<file path="config.mk">
export PLATFORM = sky130hd
export DESIGN_NAME = lp_wake_seq
export DESIGN_NICKNAME = d
export VERILOG_FILES = /design/src/rtl/lp_pkg.sv /design/src/rtl/lp_timer.sv /design/src/rtl/lp_ctrl.sv /design/src/rtl/lp_wake_seq.sv
export SDC_FILE = /design/constraint.sdc
export NUM_CORES = 1
export LEC_CHECK = 0
export CORE_ASPECT_RATIO = 0.7
export CORE_UTILIZATION = 60
export DETAILED_ROUTE_END_ITERATION = 10
export DONT_BUFFER_PORTS = 1
export PLACE_DENSITY = 0.76
export SKIP_CTS_REPAIR_TIMING = 1
export SLEW_MARGIN = 20
export SYNTH_ARGS = -nofsm -noshare
export SYNTH_HDL_FRONTEND = slang
export SYNTH_HIERARCHICAL = 1
export SYNTH_SLANG_ARGS = --single-unit
</file>
<file path="constraint.sdc">
create_clock -name clk -period 3.1 [get_ports clk]
set_input_delay 0.31 -clock clk [delete_from_list [all_inputs] [get_ports clk]]
set_output_delay 0.31 -clock clk [all_outputs]
set_load 0.02 [all_outputs]
</file>
<file path="src/rtl/lp_pkg.sv">
package lp_pkg;

  typedef enum logic [1:0] {
    PS_RUN    = 2'd0,
    PS_HALT   = 2'd1,
    PS_SETTLE = 2'd2,
    PS_IDLE   = 2'd3
  } pwrState_t;

  // control -> datapath
  typedef struct packed {
    logic loadSettle;  // reload timer with settle count, restart prescaler
    logic timerRun;    // oscillator running: prescaler and timer advance
  } ctlStrb_t;

  // datapath -> control
  typedef struct packed {
    logic wakeEdge;    // synchronised rising edge on any wake port bit
    logic ckoRise;     // synchronised rising edge on clock-output pin
    logic tglTick;     // watched timer bit toggled this instruction cycle
    logic settleDone;  // settling count expired
  } dpStat_t;

endpackage

</file>
<file path="src/rtl/lp_timer.sv">
module lp_timer
  import lp_pkg::*;
#(
  parameter int DIV        = 10,
  parameter int TMR_W      = 16,
  parameter int TOGGLE_BIT = 12,
  parameter int SETTLE     = 256,
  parameter int WK_W       = 8
) (
  input  logic            clk,
  input  logic            rstN,
  input  ctlStrb_t        strb,
  input  logic            swPndClr,
  input  logic [WK_W-1:0] wakePort,
  input  logic            ckoPin,
  output dpStat_t         stat,
  output logic            t0Pnd
);

  localparam int PW = (DIV > 1) ? $clog2(DIV) : 1;
  localparam logic [PW-1:0]    PRESC_LAST = PW'(DIV - 1);
  localparam logic [TMR_W-1:0] SETTLE_VAL = TMR_W'(SETTLE);
  localparam logic [TMR_W-1:0] ONE_VAL    = TMR_W'(1);

  logic [PW-1:0]    presc;
  logic [TMR_W-1:0] timer;
  logic [TMR_W-1:0] timerDec;
  logic             tick;

  logic [WK_W-1:0]  wkS1, wkS2, wkPrev;
  logic             ckS1, ckS2, ckPrev;

  // input synchronisers and edge registers
  always_ff @(posedge clk or negedge rstN) begin
    if (!rstN) begin
      wkS1   <= '0;
      wkS2   <= '0;
      wkPrev <= '0;
      ckS1   <= 1'b0;
      ckS2   <= 1'b0;
      ckPrev <= 1'b0;
    end else begin
      wkS1   <= wakePort;
      wkS2   <= wkS1;
      wkPrev <= wkS2;
      ckS1   <= ckoPin;
      ckS2   <= ckS1;
      ckPrev <= ckS2;
    end
  end

  // instruction-cycle prescaler
  assign tick = strb.timerRun && (presc == PRESC_LAST);

  always_ff @(posedge clk or negedge rstN) begin
    if (!rstN)               presc <= '0;
    else if (strb.loadSettle) presc <= '0;
    else if (tick)           presc <= '0;
    else if (strb.timerRun)  presc <= presc + 1'b1;
  end

  // shared idle timer, counting down
  assign timerDec = timer - 1'b1;

  always_ff @(posedge clk or negedge rstN) begin
    if (!rstN)                timer <= '1;
    else if (strb.loadSettle) timer <= SETTLE_VAL;
    else if (tick)            timer <= timerDec;
  end

  // pending flag: toggle wins over clear
  always_ff @(posedge clk or negedge rstN) begin
    if (!rstN)             t0Pnd <= 1'b0;
    else if (stat.tglTick) t0Pnd <= 1'b1;
    else if (swPndClr)     t0Pnd <= 1'b0;
  end

  always_comb begin
    stat.wakeEdge   = |(wkS2 & ~wkPrev);
    stat.ckoRise    = ckS2 & ~ckPrev;
    stat.tglTick    = tick && (timerDec[TOGGLE_BIT] != timer[TOGGLE_BIT]);
    stat.settleDone = tick && (timer == ONE_VAL);
  end

endmodule

</file>
<file path="src/rtl/lp_ctrl.sv">
module lp_ctrl
  import lp_pkg::*;
(
  input  logic     clk,
  input  logic     rstN,
  input  logic     cfgRcOsc,
  input  logic     cfgHaltDis,
  input  logic     swHaltWr,
  input  logic     swIdleWr,
  input  logic     swDlyWr,
  input  logic     swDlyVal,
  input  logic     t0En,
  input  logic     wdEnReq,
  input  logic     cmEnReq,
  input  logic     t0Pnd,
  input  dpStat_t  stat,
  output ctlStrb_t strb,
  output logic     coreClkEn,
  output logic     oscEn,
  output logic     wakePulse,
  output logic     haltFlag,
  output logic     idleFlag,
  output logic     t0Irq,
  output logic     wdEn,
  output logic     cmEn,
  output logic     ckiForceHigh,
  output logic     ckiDrvEn
);

  pwrState_t state, stateNxt;
  logic      clkDly;
  logic      haltWake;
  logic      needSettle;

  assign haltWake   = stat.wakeEdge || (stat.ckoRise && cfgRcOsc);
  assign needSettle = !cfgRcOsc || clkDly;

  always_comb begin
    stateNxt        = state;
    strb.loadSettle = 1'b0;
    strb.timerRun   = (state != PS_HALT);
    unique case (state)
      PS_RUN: begin
        if (swHaltWr && !cfgHaltDis) stateNxt = PS_HALT;
        else if (swIdleWr)           stateNxt = PS_IDLE;
      end
      PS_HALT: begin
        if (haltWake) begin
          if (needSettle) begin
            stateNxt        = PS_SETTLE;
            strb.loadSettle = 1'b1;
          end else begin
            stateNxt = PS_RUN;
          end
        end
      end
      PS_SETTLE: begin
        if (stat.settleDone) stateNxt = PS_RUN;
      end
      PS_IDLE: begin
        if (stat.wakeEdge || stat.tglTick) stateNxt = PS_RUN;
      end
      default: stateNxt = PS_RUN;
    endcase
  end

  always_ff @(posedge clk or negedge rstN) begin
    if (!rstN) begin
      state     <= PS_RUN;
      wakePulse <= 1'b0;
      clkDly    <= 1'b0;
    end else begin
      state     <= stateNxt;
      wakePulse <= (stateNxt == PS_RUN) && (state != PS_RUN);
      if (swDlyWr) clkDly <= swDlyVal;
    end
  end

  always_comb begin
    coreClkEn    = (state == PS_RUN);
    oscEn        = (state != PS_HALT);
    haltFlag     = (state == PS_HALT) || (state == PS_SETTLE);
    idleFlag     = (state == PS_IDLE);
    t0Irq        = t0Pnd && t0En;
    wdEn         = wdEnReq && (state != PS_HALT);
    cmEn         = cmEnReq;
    ckiForceHigh = (state == PS_HALT) && cfgRcOsc;
    ckiDrvEn     = !((state == PS_HALT) && !cfgRcOsc);
  end

endmodule

</file>
<file path="src/rtl/lp_wake_seq.sv">
module lp_wake_seq
  import lp_pkg::*;
#(
  parameter int DIV        = 10,
  parameter int TMR_W      = 16,
  parameter int TOGGLE_BIT = 12,
  parameter int SETTLE     = 256,
  parameter int WK_W       = 8
) (
  input  logic            clk,
  input  logic            rstN,
  input  logic            cfgRcOsc,
  input  logic            cfgHaltDis,
  input  logic            swHaltWr,
  input  logic            swIdleWr,
  input  logic            swPndClr,
  input  logic            swDlyWr,
  input  logic            swDlyVal,
  input  logic            t0En,
  input  logic            wdEnReq,
  input  logic            cmEnReq,
  input  logic [WK_W-1:0] wakePort,
  input  logic            ckoPin,
  output logic            coreClkEn,
  output logic            oscEn,
  output logic            wakePulse,
  output logic            haltFlag,
  output logic            idleFlag,
  output logic            t0Pnd,
  output logic            t0Irq,
  output logic            wdEn,
  output logic            cmEn,
  output logic            ckiForceHigh,
  output logic            ckiDrvEn
);

  ctlStrb_t strb;
  dpStat_t  stat;

  lp_timer #(
    .DIV(DIV), .TMR_W(TMR_W), .TOGGLE_BIT(TOGGLE_BIT),
    .SETTLE(SETTLE), .WK_W(WK_W)
  ) u_dp (
    .clk(clk), .rstN(rstN), .strb(strb), .swPndClr(swPndClr),
    .wakePort(wakePort), .ckoPin(ckoPin), .stat(stat), .t0Pnd(t0Pnd)
  );

  lp_ctrl u_ctl (
    .clk(clk), .rstN(rstN), .cfgRcOsc(cfgRcOsc), .cfgHaltDis(cfgHaltDis),
    .swHaltWr(swHaltWr), .swIdleWr(swIdleWr), .swDlyWr(swDlyWr),
    .swDlyVal(swDlyVal), .t0En(t0En), .wdEnReq(wdEnReq), .cmEnReq(cmEnReq),
    .t0Pnd(t0Pnd), .stat(stat), .strb(strb), .coreClkEn(coreClkEn),
    .oscEn(oscEn), .wakePulse(wakePulse), .haltFlag(haltFlag),
    .idleFlag(idleFlag), .t0Irq(t0Irq), .wdEn(wdEn), .cmEn(cmEn),
    .ckiForceHigh(ckiForceHigh), .ckiDrvEn(ckiDrvEn)
  );

endmodule

</file>
======== Yosys cells after proc, flatten, opt, wreduce, memory -nomap -nowiden ========
Index checks and enable logic that the tools add are counted.
cells by class
  add/sub/neg operators ................... 2
  equal/unequal tests ..................... 7
  mux-type cells .......................... 17
  bitwise gates (word level) .............. 4
  reductions and logical operators ........ 24
operators by type and width
  operator                                                                 count
  16-bit two-way mux                                                       2
  16-bit by 1-bit equality test with 1-bit output, second input constant   1
  16-bit by 1-bit subtractor with 16-bit output, second input constant     1
  2-bit two-way mux                                                        6
  4-bit two-way mux                                                        3
  1-bit logical AND                                                        10
  8-bit AND                                                                1
  8-bit NOT                                                                1
  2-bit case mux with 4 select lines                                       1
  8-bit OR reduction                                                       1
  2-bit nonzero test                                                       3
  1-bit two-way mux                                                        5
  4-bit by 1-bit adder with 4-bit output, second input constant            1
  2-bit equality test, second input constant                               2
  4-bit equality test, second input constant                               1
  2-bit zero test                                                          2
  1-bit logical OR                                                         4
  1-bit zero test                                                          3
  3-bit nonzero test                                                       1
  2-bit by 1-bit equality test with 1-bit output, second input constant    1
  2-bit by 1-bit inequality test with 1-bit output, second input constant  1
  1-bit AND                                                                1
  1-bit inequality test                                                    1
  1-bit NOT                                                                1
storage, ports and cells
  bits in registers ....................... 52
  input port bits ......................... 21
  output and inout port bits .............. 11
  logic and storage cells ................. 66

======== Depth between registers and ports, before layout ========
  depth in word-level cells ............... 8
  depth in mapped cells ................... 12
  depth with buffers taken out ............ 9

======== Hierarchy ========
The synthesis kept the hierarchy.
by module, submodules not included
  module    instances  cells an instance  area each (µm²)  sequential area each (µm²)
  lp_timer  1          155                1,879.3          1,221.2
  lp_ctrl   1          34                 306.5            100.1

======== Worst setup path after synthesis ========
Ideal clock, no wire load.
  kind .................................... flip-flop to flip-flop
  start ................................... reg u_ctl.state[1]
  end ..................................... reg u_ctl.state[1]
  library setup time ...................... 0.126 ns
  arrival time ............................ 2.498 ns
  required time ........................... 2.974 ns
  setup slack ............................. 0.476 ns
  cell stages (with the launch flop) ...... 13
  path buffers ............................ 3
  clock period less this slack ............ 2.624 ns
  cell sequence ........................... dfrtp_1 > inv_1 > ha_1 > inv_1 > buf_4 > and4b_1 > buf_2 > buf_2 > nand3_1 > nor4b_1 > nor2b_1 > a221o_1 > a221o_1
RTL lines
  element                 line           text
  start, declared         lp_ctrl.sv:30  pwrState_t state, stateNxt;
  start signal, assigned  lp_ctrl.sv:73  state <= stateNxt;

==> results.cfg <==
[status]
outcome = completed

[finish]
num_antenna_cells = 0
layout.core_utilization_pct = 72.1
regArea_mm2 = 0.00132
mostFrequentLayoutCells = sky130_fd_sc_hd__dfrtp_1, sky130_fd_sc_hd__inv_1, sky130_fd_sc_hd__dfstp_2, sky130_fd_sc_hd__nor2_1, sky130_fd_sc_hd__a21oi_1
mostFrequentLayoutCell = sky130_fd_sc_hd__dfrtp_1
post-route-cell-area_mm2 = 0.00239
drive_gt1_share_pct = 17.9
nFillCells = 232
multi_input_comb_area_um2 = 773
num-nets-final = 224
area_growth_syn_to_layout_pct = 9.44

[cts]
clk_tree_root_cell = sky130_fd_sc_hd__clkbuf_8
cts_tree = yes
worst_setup_hold_path_clk_slew_ns = 0.09
cts_max_path_buffers = 2
cts-buffers-inserted = 5
tritoncts_num_sinks = 52
h-tree-depth = 2
clkLatencyLatePin_ns = 0.29

[floorplanning]
placeableCoreArea_mm2 = 0.00332
die_width_um = 74.1
design.die.area_mm2 = 0.00389
top_level_pins = 32
die_h_um = 52.5
row_count = 17
start_util_pct = 65.9

[timing]
max_freq_ghz = 0.382
timing.final.max_slew_violations = 0
slew_headroom_pct = 64.3
tns_ns = 0
fin_crit_ns = 2.62
setup_violations = 0
grt_setup_unrepaired = no
hold_viol_final = 0
finalClockSkew_ns = 0.00690
worst_pin_slew_ns = 0.531
timing.final.crit_share_pct = 84.5

[detailed_routing]
detailedRoute.firstPassIterationCount = 4
drt.antenna.violating_nets = 0
detail_route.wl_per_cell_um = 15.4
detail_route.drc_violations = 0
drtIter0Drc = 91
vias_per_cell = 5.73
detailroute.via_count = 1392
finalWirelength_mm = 3.73

[synthesis]
synth_sequential_area_ratio_pct = 60.4
synth_warnings = 6
synth_edf_count = 0
ys_ff_latch = 52
synth_async_sr_flop_share_pct = 100
syn_avg_cell_area_um2 = 11.6
ys_types = 37
synth_cells = 189
dominantRegCellSynth = sky130_fd_sc_hd__dfrtp_1
syn_area_mm2 = 0.00219
postSynthNetCount = 218

[grt]
grt_first_pass_wirelength_mm = 6.12
grt_overflow_total = 0
first_global_vias = 1406
grt_antenna_before_repair = 0
grtUsageTotal_pct = 21.6
grt_max_degree = 53

[critical_path]
endpoint_kind = flop
cp-start-kind = flop
worst-path-max-fanout = 10
setup.worst_path.class = flop to flop
timing.critical_path.arrival_ns = 2.80
worstPathRequired_ns = 3.28

[power]
power.total_mw = 1.98
cellLeakagePower_nw = 1.02
power-per-cell-area_mw_per_mm2 = 829
vdd_drop_max_v = 0.000505

[placement]
routability_congestion_estimate_from_global_placement = 0.796
dp.final_hpwl_mm = 2.69
port_buffers = 0
dpl-instance-area_mm2 = 0.00224

[worst_hold_path]
hold_path.class = input pin to flop

[flow_run]
maxCapViolCount = 0
cell families (layout without fill, tap and decap cells):
kind of cell	after synthesis	count (layout)	synth area share (%)
flops	52	52	60.4
buf+inv	23	30	4.41
compound gates	34	34	9.62
fa+ha+maj	8	8	4.58
mux	1	1	0.515
xor+xnor	7	7	2.80
simple gates	64	64	17.6
cell usage after synthesis (all sizes together), types with 2 or more instances:
cell type / count / share of area, %
inv: 17 / 2.9
nor2b: 5 / 1.4
nand2b: 3 / 0.86
nor4: 2 / 1.5
or3: 3 / 0.86
and2: 3 / 0.86
buf: 4 / 1.1
nor2: 14 / 2.4
nand2: 9 / 1.7
nand3: 5 / 1.9
a21oi: 13 / 3.0
o22ai: 4 / 1.1
a221o: 2 / 0.92
clkbuf: 2 / 0.34
ha: 8 / 4.6
o31ai: 4 / 1.4
nand4b: 2 / 0.80
or4: 5 / 1.7
dfstp: 16 / 19
a211oi: 2 / 0.69
o21ai: 6 / 1.4
xor2: 7 / 2.8
dfrtp: 36 / 41
nor3: 9 / 2.1
power breakdown:
group	internal (mW)	total, mW	switching [mW]
Clock	0.243	0.453	0.210
Sequential	0.814	0.925	0.111
Combinational	0.228	0.606	0.378
final timing paths:
path / cells past startpoint / slack [ns] / end / start
setup reg to reg: 9 / 0.48 / u_ctl/state[1] / u_ctl/state[1]
min in group asynchronous: 2 / 0.53 / u_ctl/clkDly / rstN
max in group asynchronous: 2 / 2.28 / u_dp/timer[3] / rstN
setup / recovery: 9 / 0.48 / u_ctl/state[1] / u_ctl/state[1]
hold / removal: 0 / 0.03 / u_dp/wkS1[2] / wakePort[2]
hold reg to reg: 0 / 0.36 / u_dp/wkS2[3] / u_dp/wkS1[3]
worst max-delay path, stage by stage, from the launching register on:
cell,delay [ns]
sky130_fd_sc_hd__dfrtp_1,0.42
sky130_fd_sc_hd__inv_1,0.12
sky130_fd_sc_hd__ha_1,0.26
sky130_fd_sc_hd__inv_1,0.09
sky130_fd_sc_hd__and4b_1,0.37
sky130_fd_sc_hd__nand3_4,0.17
sky130_fd_sc_hd__nor3_1,0.26
sky130_fd_sc_hd__nor2_1,0.09
sky130_fd_sc_hd__a221o_1,0.39
sky130_fd_sc_hd__a221o_1,0.34
layout make-up:
type	instances	area share, %
flip-flops and latches	52	55.2
multi-input cells	114	32.3
well taps	47	2.46
clock buffers	5	2.88
inverters	17	2.67
repair buffers	5	2.51
clock inverters	3	1.94
flip-flops by register name (all words and copies together) (netlist names):
register         cells
u_dp/wkPrev          8
u_dp/ckS1            1
u_dp/t0Pnd           1
u_ctl/wakePulse      1
u_dp/wkS2            8
u_dp/presc           4
u_dp/wkS1            8
u_dp/ckPrev          1
u_dp/ckS2            1
u_ctl/clkDly         1
u_ctl/state          2
u_dp/timer          16
metrics by stage:
step           hold slack, ns  std cells  setup WS [ns]
3_3_place_gp           0.0156        233          0.682
6_report               0.0340        243          0.480
3_5_place_dp           0.0155        233          0.489
2_1_floorplan          0.0144        189          0.476
5_1_grt               0.00983        243          0.261
4_1_cts                -0.316        241          0.491
layer usage:
metal / GRT usage, % / up-vias / part of all wire, %
met2: 35.8 / 44 / 48
met5: 0 / - / 0
met3: 5.00 / 2 / 5.4
li1: - / 661 / -
met1: 28.3 / 685 / 46
met4: 7.37 / 0 / 0.24
(Power assumes the default switching activity.)
